## src/rtl/gpio_rb_pkg.sv

```systemverilog
package gpio_rb_pkg;

   // Word offsets of the registers; software depends on this layout.
   localparam int unsigned OFS_DATA = 0;
   localparam int unsigned OFS_SET  = 1;
   localparam int unsigned OFS_CLR  = 2;
   localparam int unsigned OFS_DIR  = 3;

   typedef enum logic [2:0] {
      SEL_NONE,
      SEL_DATA,
      SEL_SET,
      SEL_CLR,
      SEL_DIR
   } reg_sel_e;

endpackage

```

## src/rtl/gpio_rb_sync.sv

```systemverilog
module gpio_rb_sync #(
   parameter int unsigned W      = 32,
   parameter int unsigned STAGES = 2
) (
   input  logic         clk,
   input  logic         rst_n,
   input  logic [W-1:0] d,
   output logic [W-1:0] q
);

   generate
      for (genvar b = 0; b < W; b++) begin : g_line
         logic [STAGES-1:0] chain;
         always_ff @(posedge clk) begin
            if (!rst_n) chain <= '0;
            else        chain <= {chain[STAGES-2:0], d[b]};
         end
         assign q[b] = chain[STAGES-1];
      end
   endgenerate

endmodule

```

## src/rtl/gpio_rb_lanemap.sv

```systemverilog
// Converts between bus order and line order.
// TO_LINES=1: bus -> line (byte reversal first, then bit mirror).
// TO_LINES=0: line -> bus (bit mirror first, then byte reversal).
module gpio_rb_lanemap #(
   parameter int unsigned W         = 32,
   parameter bit          MIRROR    = 1'b0,
   parameter bit          BYTE_SWAP = 1'b0,
   parameter bit          TO_LINES  = 1'b1
) (
   input  logic [W-1:0] in_word,
   output logic [W-1:0] out_word
);

   localparam int unsigned NBYTES = W / 8;

   logic [W-1:0] sw_in, sw_out, mr_in, mr_out;

   generate
      if (TO_LINES) begin : g_bus_to_line
         assign sw_in    = in_word;
         assign mr_in    = sw_out;
         assign out_word = mr_out;
      end else begin : g_line_to_bus
         assign mr_in    = in_word;
         assign sw_in    = mr_out;
         assign out_word = sw_out;
      end

      if (BYTE_SWAP) begin : g_swap
         for (genvar by = 0; by < NBYTES; by++) begin : g_byte
            for (genvar i = 0; i < 8; i++) begin : g_bit
               assign sw_out[8*by + i] = sw_in[8*(NBYTES-1-by) + i];
            end
         end
      end else begin : g_noswap
         assign sw_out = sw_in;
      end

      if (MIRROR) begin : g_mirror
         for (genvar i = 0; i < W; i++) begin : g_bit
            assign mr_out[i] = mr_in[W-1-i];
         end
      end else begin : g_nomirror
         assign mr_out = mr_in;
      end
   endgenerate

endmodule

```

## src/rtl/gpio_rb_outctl.sv

```systemverilog
module gpio_rb_outctl
   import gpio_rb_pkg::*;
#(
   parameter int unsigned W            = 32,
   parameter bit          HAS_CLEAR    = 1'b1,
   parameter bit          DIR_IS_INPUT = 1'b0
) (
   input  logic         clk,
   input  logic         rst_n,
   input  reg_sel_e     sel,
   input  logic         wr,
   input  logic [W-1:0] wline,
   output logic [W-1:0] latch,
   output logic [W-1:0] dir_bits,
   output logic [W-1:0] oe
);

   // Direction reset value that leaves every line an input.
   localparam logic [W-1:0] DIR_RST = DIR_IS_INPUT ? {W{1'b1}} : {W{1'b0}};

   logic [W-1:0] latch_q, latch_nx, dir_q, dir_nx, set_val;

   generate
      if (HAS_CLEAR) begin : g_set_or
         assign set_val = latch_q | wline;
      end else begin : g_set_load
         assign set_val = wline;
      end

      if (DIR_IS_INPUT) begin : g_pol_in
         assign oe = ~dir_q;
      end else begin : g_pol_out
         assign oe = dir_q;
      end
   endgenerate

   always_comb begin
      latch_nx = latch_q;
      dir_nx   = dir_q;
      if (wr) begin
         case (sel)
            SEL_DATA: latch_nx = wline;
            SEL_SET:  latch_nx = set_val;
            SEL_CLR:  latch_nx = latch_q & ~wline;
            SEL_DIR:  dir_nx   = wline;
            default:  ;
         endcase
      end
   end

   always_ff @(posedge clk) begin
      if (!rst_n) begin
         latch_q <= '0;
         dir_q   <= DIR_RST;
      end else begin
         latch_q <= latch_nx;
         dir_q   <= dir_nx;
      end
   end

   assign latch    = latch_q;
   assign dir_bits = dir_q;

endmodule

```

## src/rtl/gpio_regbank.sv

```systemverilog
module gpio_regbank
   import gpio_rb_pkg::*;
#(
   parameter int unsigned WIDTH        = 32,
   parameter int unsigned ADDR_W       = 4,
   parameter bit          MIRROR       = 1'b0,
   parameter bit          BYTE_SWAP    = 1'b0,
   parameter bit          HAS_CLEAR    = 1'b1,
   parameter bit          DIR_IS_INPUT = 1'b0,
   parameter bit          INPUT_ONLY   = 1'b0,
   parameter int unsigned SYNC_STAGES  = 2
) (
   input  logic              clk,
   input  logic              rst_n,
   input  logic [ADDR_W-1:0] bus_addr,
   input  logic              bus_wr,
   input  logic              bus_rd,
   input  logic [WIDTH-1:0]  bus_wdata,
   output logic [WIDTH-1:0]  bus_rdata,
   input  logic [WIDTH-1:0]  pin_in,
   output logic [WIDTH-1:0]  pin_out,
   output logic [WIDTH-1:0]  pin_oe
);

   // elaboration-time legality checks
   generate
      if (!(WIDTH == 8 || WIDTH == 16 || WIDTH == 32 || WIDTH == 64)) begin : g_bad_width
         $error("gpio_regbank: WIDTH must be 8, 16, 32 or 64");
      end
      if (WIDTH == 64 && BYTE_SWAP) begin : g_bad_swap
         $error("gpio_regbank: byte swapping is not available at 64 bits");
      end
      if (ADDR_W < 2) begin : g_bad_addr
         $error("gpio_regbank: ADDR_W must cover four register offsets");
      end
      if (SYNC_STAGES < 2) begin : g_bad_sync
         $error("gpio_regbank: SYNC_STAGES must be at least 2");
      end
   endgenerate

   reg_sel_e         sel;
   logic             wr_eff;
   logic [WIDTH-1:0] wline, latch, dir_bits, oe_raw, oe, pin_sync;
   logic [WIDTH-1:0] rd_line, rd_bus;

   // Address decode; the clear offset only exists when built in.
   always_comb begin
      sel = SEL_NONE;
      if (bus_addr == ADDR_W'(OFS_DATA))               sel = SEL_DATA;
      else if (bus_addr == ADDR_W'(OFS_SET))           sel = SEL_SET;
      else if (bus_addr == ADDR_W'(OFS_CLR) && HAS_CLEAR) sel = SEL_CLR;
      else if (bus_addr == ADDR_W'(OFS_DIR))           sel = SEL_DIR;
   end

   assign wr_eff = bus_wr && !INPUT_ONLY;

   gpio_rb_lanemap #(
      .W(WIDTH), .MIRROR(MIRROR), .BYTE_SWAP(BYTE_SWAP), .TO_LINES(1'b1)
   ) u_wmap (
      .in_word (bus_wdata),
      .out_word(wline)
   );

   gpio_rb_sync #(.W(WIDTH), .STAGES(SYNC_STAGES)) u_sync (
      .clk  (clk),
      .rst_n(rst_n),
      .d    (pin_in),
      .q    (pin_sync)
   );

   gpio_rb_outctl #(
      .W(WIDTH), .HAS_CLEAR(HAS_CLEAR), .DIR_IS_INPUT(DIR_IS_INPUT)
   ) u_out (
      .clk     (clk),
      .rst_n   (rst_n),
      .sel     (sel),
      .wr      (wr_eff),
      .wline   (wline),
      .latch   (latch),
      .dir_bits(dir_bits),
      .oe      (oe_raw)
   );

   assign oe = INPUT_ONLY ? '0 : oe_raw;

   // Read selection in line order.
   always_comb begin
      case (sel)
         SEL_DATA: rd_line = (oe & latch) | (~oe & pin_sync);
         SEL_SET:  rd_line = latch;
         SEL_DIR:  rd_line = dir_bits;
         default:  rd_line = '0;
      endcase
   end

   gpio_rb_lanemap #(
      .W(WIDTH), .MIRROR(MIRROR), .BYTE_SWAP(BYTE_SWAP), .TO_LINES(1'b0)
   ) u_rmap (
      .in_word (rd_line),
      .out_word(rd_bus)
   );

   always_ff @(posedge clk) begin
      if (!rst_n)      bus_rdata <= '0;
      else if (bus_rd) bus_rdata <= rd_bus;
      else             bus_rdata <= '0;
   end

   assign pin_out = latch;
   assign pin_oe  = oe;

endmodule

```

## config.mk

```make
export PLATFORM = sky130hd
export DESIGN_NAME = gpio_regbank
export DESIGN_NICKNAME = d
export VERILOG_FILES = /design/src/rtl/gpio_rb_pkg.sv /design/src/rtl/gpio_rb_sync.sv /design/src/rtl/gpio_rb_lanemap.sv /design/src/rtl/gpio_rb_outctl.sv /design/src/rtl/gpio_regbank.sv
export SDC_FILE = /design/constraint.sdc
export NUM_CORES = 1
export LEC_CHECK = 0
export BUFFER_PORTS_ARGS = -buffer_cell sky130_fd_sc_hd__buf_2
export CORE_MARGIN = 2
export CORE_UTILIZATION = 30
export CTS_BUF_LIST = sky130_fd_sc_hd__clkbuf_4 sky130_fd_sc_hd__clkbuf_8 sky130_fd_sc_hd__clkbuf_16
export CTS_CLUSTER_SIZE = 8
export DETAILED_ROUTE_END_ITERATION = 16
export GPL_TIMING_DRIVEN = 0
export PLACE_DENSITY = 0.62
export SETUP_SLACK_MARGIN = 0.02
export SLEW_MARGIN = 20
export SYNTH_ARGS = -nofsm -noshare
export SYNTH_HDL_FRONTEND = slang
export SYNTH_SLANG_ARGS = --single-unit
```

## constraint.sdc

```tcl
create_clock -name clk -period 1.8 [get_ports clk]
set_input_delay 0.27 -clock clk [delete_from_list [all_inputs] [get_ports clk]]
set_output_delay 0.27 -clock clk [all_outputs]
set_load 0.005 [all_outputs]
```

# After elaboration in Yosys (flattened, before gate mapping)
# Cells that the tools add are included.
[word_totals]
inputBits = 72
ff_bits = 160
output_inout_bits = 96
word_cells = 60
[op_classes]
mux = 6
reduce_logical = 5
bitwise_logic = 7
eq_ne = 7
[op_table]
columns = ["cell", "count"]
rows = [
  ["case mux 32 bit (3 select lines)", 2],
  ["bitwise AND 32 bit", 3],
  ["inverter 32 bit", 2],
  ["bitwise OR 32 bit", 2],
  ["two-way mux 3 bit", 4],
  ["== test 4 x 2 -> 1 bit (second input constant)", 2],
  ["== test 3 x 2 -> 1 bit (second input constant)", 2],
  ["AND reduction 2 bit", 3],
  ["== test 4 x 1 -> 1 bit (second input constant)", 1],
  ["logical NOT 4 bit", 1],
  ["== test 3 x 1 -> 1 bit (second input constant)", 1],
  ["== test 3 bit (second input constant)", 1],
  ["nonzero test 3 bit", 1],
]

# Longest topological paths before layout
[logic_depth]
depth_word = 8
ltp_mapped = 5
depth_no_buf = 3

# Modules after synthesis
# A second synthesis with hierarchy kept.
[unflattened]
cells_unflattened = 809
hier_area_um2 = 7592.3
[by_module_without_submodules]
columns = ["mod", "area_each_um2", "n_inst", "cells_each"]
rows = [
  ["gpio_rb_outctl", 3051.7, 1, 394],
  ["gpio_rb_sync", 2031.9, 1, 166],
  ["gpio_regbank", 2028.2, 1, 185],
  ["gpio_rb_lanemap", 240.2, 2, 32],
]

# Least setup slack after synthesis
# Ideal clock, no wire load.
[synth_timing]
path_kind = "input -> register"
from = "input port bus_addr[1]"
to = "register bus_rdata[2]"
required_time_ps = 1683
path_slack_ps = 530
cell_stages = 5
n_path_buf = 2
setup_ps = 117
arrival_ps = 1153
cell_sequence = "buf_6 > buf_2 > mux2_2 > a32oi_1 > nor2_1"
[synth_between]
elab_chain_cells = 7
word_cells_on_any_way = 12
classes_between = "eq/ne: 6; mux: 5; reduce/logical: 1"
[synth_lines]
columns = ["item", "line_no", "text"]
rows = [
  ["start, declared", "gpio_regbank.sv:15", "input logic [ADDR_W-1:0] bus_addr,"],
  ["== test 4 x 2 -> 1 bit", "gpio_regbank.sv:52", "else if (bus_addr == ADDR_W'(OFS_DIR)) sel = SEL_DIR;"],
  ["two-way mux 3 bit", "gpio_regbank.sv:52", ""],
  ["two-way mux 3 bit", "gpio_regbank.sv:51", "else if (bus_addr == ADDR_W'(OFS_CLR) && HAS_CLEAR) sel = SEL_CLR;"],
  ["two-way mux 3 bit", "gpio_regbank.sv:50", "else if (bus_addr == ADDR_W'(OFS_SET)) sel = SEL_SET;"],
  ["two-way mux 3 bit (*)", "gpio_regbank.sv:49", "if (bus_addr == ADDR_W'(OFS_DATA)) sel = SEL_DATA;"],
  ["== test 3 bit, or another cell as far along", "gpio_regbank.sv:88", "case (sel)"],
  ["case mux 32 bit (3 select lines) (*)", "gpio_regbank.sv:88", ""],
  ["end signal, assigned", "gpio_regbank.sv:105", "else if (bus_rd) bus_rdata <= rd_bus;"],
  ["end, declared", "gpio_regbank.sv:19", "output logic [WIDTH-1:0] bus_rdata,"],
]
# Every way passes the cells marked *; elsewhere a longest branch is shown, timed or not.
# A chain may end at the register's enable or synchronous reset.

# Worst setup path after layout
[layout_timing]
from = "input port bus_addr[3]"
to = "register bus_rdata[29]"
# The elaborated chain is that of the path after synthesis.

==> impl_summary.md <==
Status
The flow ran to the end, and the final reports show no timing, DRC or antenna violations.

Layout
The fraction of final layout cells sized beyond drive strength 1 is 0.2872. The final layout contains 927 nets. The relative area change from synthesis to final layout is 27.65%.

The number of fill cells in the layout is 2198.

Clocking
The cell sitting at the root of the clock tree is a clkbuf_16. The number of cells upsized or downsized after cts is 0. The number of buffers between clock root and the deepest sink is 2. The number of buffers inserted to repair setup after CTS is 0. Counting every sink on the clock net gives 160. In this run the number of H-tree levels came out at 4.

The clock transition at the registers of the reported paths is 0.07 ns. The clock tree from TritonCTS is built. For the worst-skew pair, the clock arrives at the later sink with an insertion delay of ~0.43 ns.

In this run, CTS created clock tree buffers numbering 17. The number of hold-repair buffers added at the cts stage is 0.

Yosys
Of all flip-flops after synthesis, the portion carrying an async set or reset was 0. The cell count after synthesis is 670. The cell area after synthesis is about 6500 µm². The number of distinct standard cells referenced by the synthesized netlist is 30. The synthesized netlist net count is approximately 740. The number of flops mapped to enable cells by yosys is 0.

The number of synthesized register bits is 160. In the synthesized netlist the dominant register cell turns out to be dfxtp_1. The portion of the post-synthesis area used by sequential elements is 0.4936.

In this run the mean area of a mapped cell was just under 10 µm². The Yosys warning count is 0.

Pwr
The share of total power dissipated in sequential elements is 0.455. The leakage dissipation is ~0.0034 µW. For this design the ratio of total power to cell area is between 900 and 1000 nW/µm².

Of the total power, combinational logic draws 0.071. Of the total power, the share spent switching nets is 0.2470. The post-layout total power is 8088 µW. The internal power of the cells totals between 6000 and 7000 µW. The maximum resistive drop on vdd is 0.4922 mV. The net switching power is 1997 µW.

The clock network fraction of design power is 0.474.

Worst setup path
The end of the worst register-to-register path is bus_rdata[27]. The logic depth of the worst register-to-register path is 3. Along the worst path, the maximum fanout reaches 10.

The startpoint kind of the worst setup timing path is a primary input. Walking the worst path, the cells encountered are buf_2, nor4_4, clkbuf_1, a32oi_1, a21oi_1. Data on the critical path arrives at its endpoint at between 1.5 and 2 ns.

The master of the slowest instance on the critical path is clkbuf_1. The startpoint of the most critical setup path is bus_addr[3]. The combined buffer and inverter count along the critical path is 2. The cell class contributing the biggest share of worst-path delay is buffers and inverters. At the worst endpoint, the required time is 2.14 ns.

In this design, the stage delay of the slowest critical-path cell is approximately 0.62 ns. The slack of the worst reg-to-reg path is roughly 0.66 ns. The kind of end point of the critical path is a flop. The classification of the worst setup path is in2reg. The worst register-to-register path begins at u_out.dir_bits[27].

Routing
The number of optimization iterations in the first detailed-route pass is 5. Using the TritonRoute via totals, the vias-per-cell ratio works out to slightly above 5. In this run the remaining antenna-violating nets after routing total 0. After detailed routing, the average wire length per cell comes to around 20 µm. For this run, design rule violations remaining after detail routing come to 0. For this block, the initial DRC count from the detailed router was 430. The overall routed net length is approximately 23000 µm. The routed via count is 5835.

Global route
The global route total overflow is 0. The first global-routing pass estimated roughly 34000 µm of wire. The initial antenna violation count came to 3. The number of global-route vias before repair came to approximately 5500. The pin count of the biggest net entering global routing is 17. Across every metal layer, demand over resource in global routing totals 0.2015.

Timing
The number of failing hold endpoints at the final stage came to 0. In the finished design, the share of the clock period the worst path needs comes to 0.8400. For this run, the top clock speed supported by timing is ~660 MHz. Setup repair after global routing left no endpoint under its margin.

Setup violations remaining at the end of the flow were counted as 0. At the pin with the least slew margin, the transition time is about 0.8 ns. Measured against its own limit, the worst slew margin works out to 0.4639. The hold slack is a little under 0.04 ns. After layout, the minimum clock period comes to about 1.5 ns. The final number of max-transition violations is 0. The worst clock skew on the final layout is about 0.006 ns.

Hold path
The classification of the worst-slack hold path is in2reg. The startpoint identified for the worst hold timing path is pin_in[31]. The destination of the worst hold path is u_sync.g_line[31].chain[0]. Along the worst hold path, the cell count comes to 2.

Placement
In this run the tool buffered the top-level ports with roughly 170 buffer cells. Routability-driven placement finished with a final weighted congestion of around 0.82. The post-DP HPWL is between 15000 and 20000 µm.

Job
Across the run, the number of max-cap violations was 0.

Die
In this run the count of I/O pins placed on the die edge is roughly 170. The initial core utilization is 0.3067. The floorplan die width is about 150 µm. The floorplan step set the die height to roughly 150 µm. The full die area is between 20000 and 25000 µm². The area of the core region is 21150 µm². After floorplanning, the core was divided into 53 placement rows.
[synth_stat cells (7+ instances only)]
master    count  area, µm²
dfxtp_1     160       3203
and2_1       64      400.4
a21oi_1      43      215.2
nand2_1      41      153.9
a31oi_1      34      212.7
clkbuf_1     33      123.9
and3_1       32      200.2
nand4b_1     32      280.3
o21a_1       32      240.2
o21ai_0      32      160.2
a32oi_1      23      201.4
inv_1        20      75.07
o211ai_1     20      150.1
nor3b_1      18      135.1
mux2_2       17      191.4
buf_2        16      80.08
a21boi_0     14      105.1
buf_6         9      101.4
a22oi_1       7      52.55
[power groups by stage]
| stage | clock (µW) | combinational, µW | sequential (µW) |
|---|---|---|---|
| 6_report | 3840 | 574 | 3680 |
| 5_1_grt | 4030 | 619 | 3690 |
| 4_1_cts | 3890 | 575 | 3680 |
| 3_5_place_dp | 0 | 571 | 3760 |
| 3_3_place_gp | 0 | 569 | 3760 |
| 2_1_floorplan | 0 | 288 | 3750 |
[kinds of logic after synthesis]
logic type	count (synthesis)	synth area share
AOI/OAI and AO/OA	206	0.2075
xor gates and xnor gates	1	0.002507
buffers and inverters	84	0.06556
DFF	160	0.4936
muxes	17	0.02950
and+or+nand+nor	202	0.2013
[placed cells by master, fill, tap and decap left out, types with 7 or more instances in the layout]
master     netlist  layout
buf_2           16     182
nor3b_1         18      18
and2_1          64      64
inv_1           20      20
a21boi_0        14      14
a32oi_1         23      23
and3_1          32      32
dfxtp_1        160     160
nand4b_1        32      32
a22oi_1          7       7
nand2_1         41      41
o21ai_0         32      32
clkbuf_1        33      33
o21a_1          32      32
a21oi_1         43      43
buf_6            9       9
o211ai_1        20      20
clkbuf_16        0      17
mux2_2          17      17
a31oi_1         34      34
[registers in the layout (all words and copies together), names as in the netlist]
register,cells
u_out.dir_bits,32
u_out.latch,32
bus_rdata,32
u_sync.g_line.chain,64
[per-stage QoR]
stage                 util  TNS [ns]  instance area [µm²]  instances  setup slack, ns
floorplan                -         0                 6489        670           0.5296
global placement    0.3623   -0.9961                 7664       1111         -0.09002
detailed placement  0.3623    -2.529                 7664       1111          -0.1179
CTS                 0.3913         0                 8278       1142           0.3129
global route        0.3914         0                 8280       1143           0.1970
finish              0.3916         0                 8283       1144           0.2880
[worst reg2reg max path, cell delays in order (launching register included)]
cell	delay, ns
dfxtp_1	0.39
mux2_2	0.35
a22oi_1	0.16
a21oi_1	0.12
[metal layers]
metal,vias to the layer above,share of wire,GRT usage
met2,259,0.46,0.3127
met5,-,0.00061,0
met3,32,0.084,0.05904
met4,4,0.014,0.05981
li1,2790,-,-
met1,2750,0.45,0.2714
[cell type report]
cell class / instances / area [µm²] / share of cell area
well taps: 275 / 344.1 / 0.04154
flip-flops and latches: 160 / 3203 / 0.3867
plain buffers: 64 / 350.3 / 0.04230
repair buffers: 166 / 830.8 / 0.1003
diodes: 2 / 5.005 / 0.0006042
multi-input cells: 426 / 2860 / 0.3453
clock buffers: 18 / 439.2 / 0.05302
clock inverters: 13 / 175.2 / 0.02115
inverters: 20 / 75.07 / 0.009063
[worst max-delay path by stage]
stage | to | depth (start not counted)
after detailed placement | u_sync.g_line[22].chain[0] | 4
final | bus_rdata[29] | 5
after global placement | bus_rdata[4] | 5
after CTS | u_sync.g_line[22].chain[0] | 4
after global routing | u_sync.g_line[22].chain[0] | 4
after floorplan | bus_rdata[2] | 5
Power figures use the tool's default switching activity.
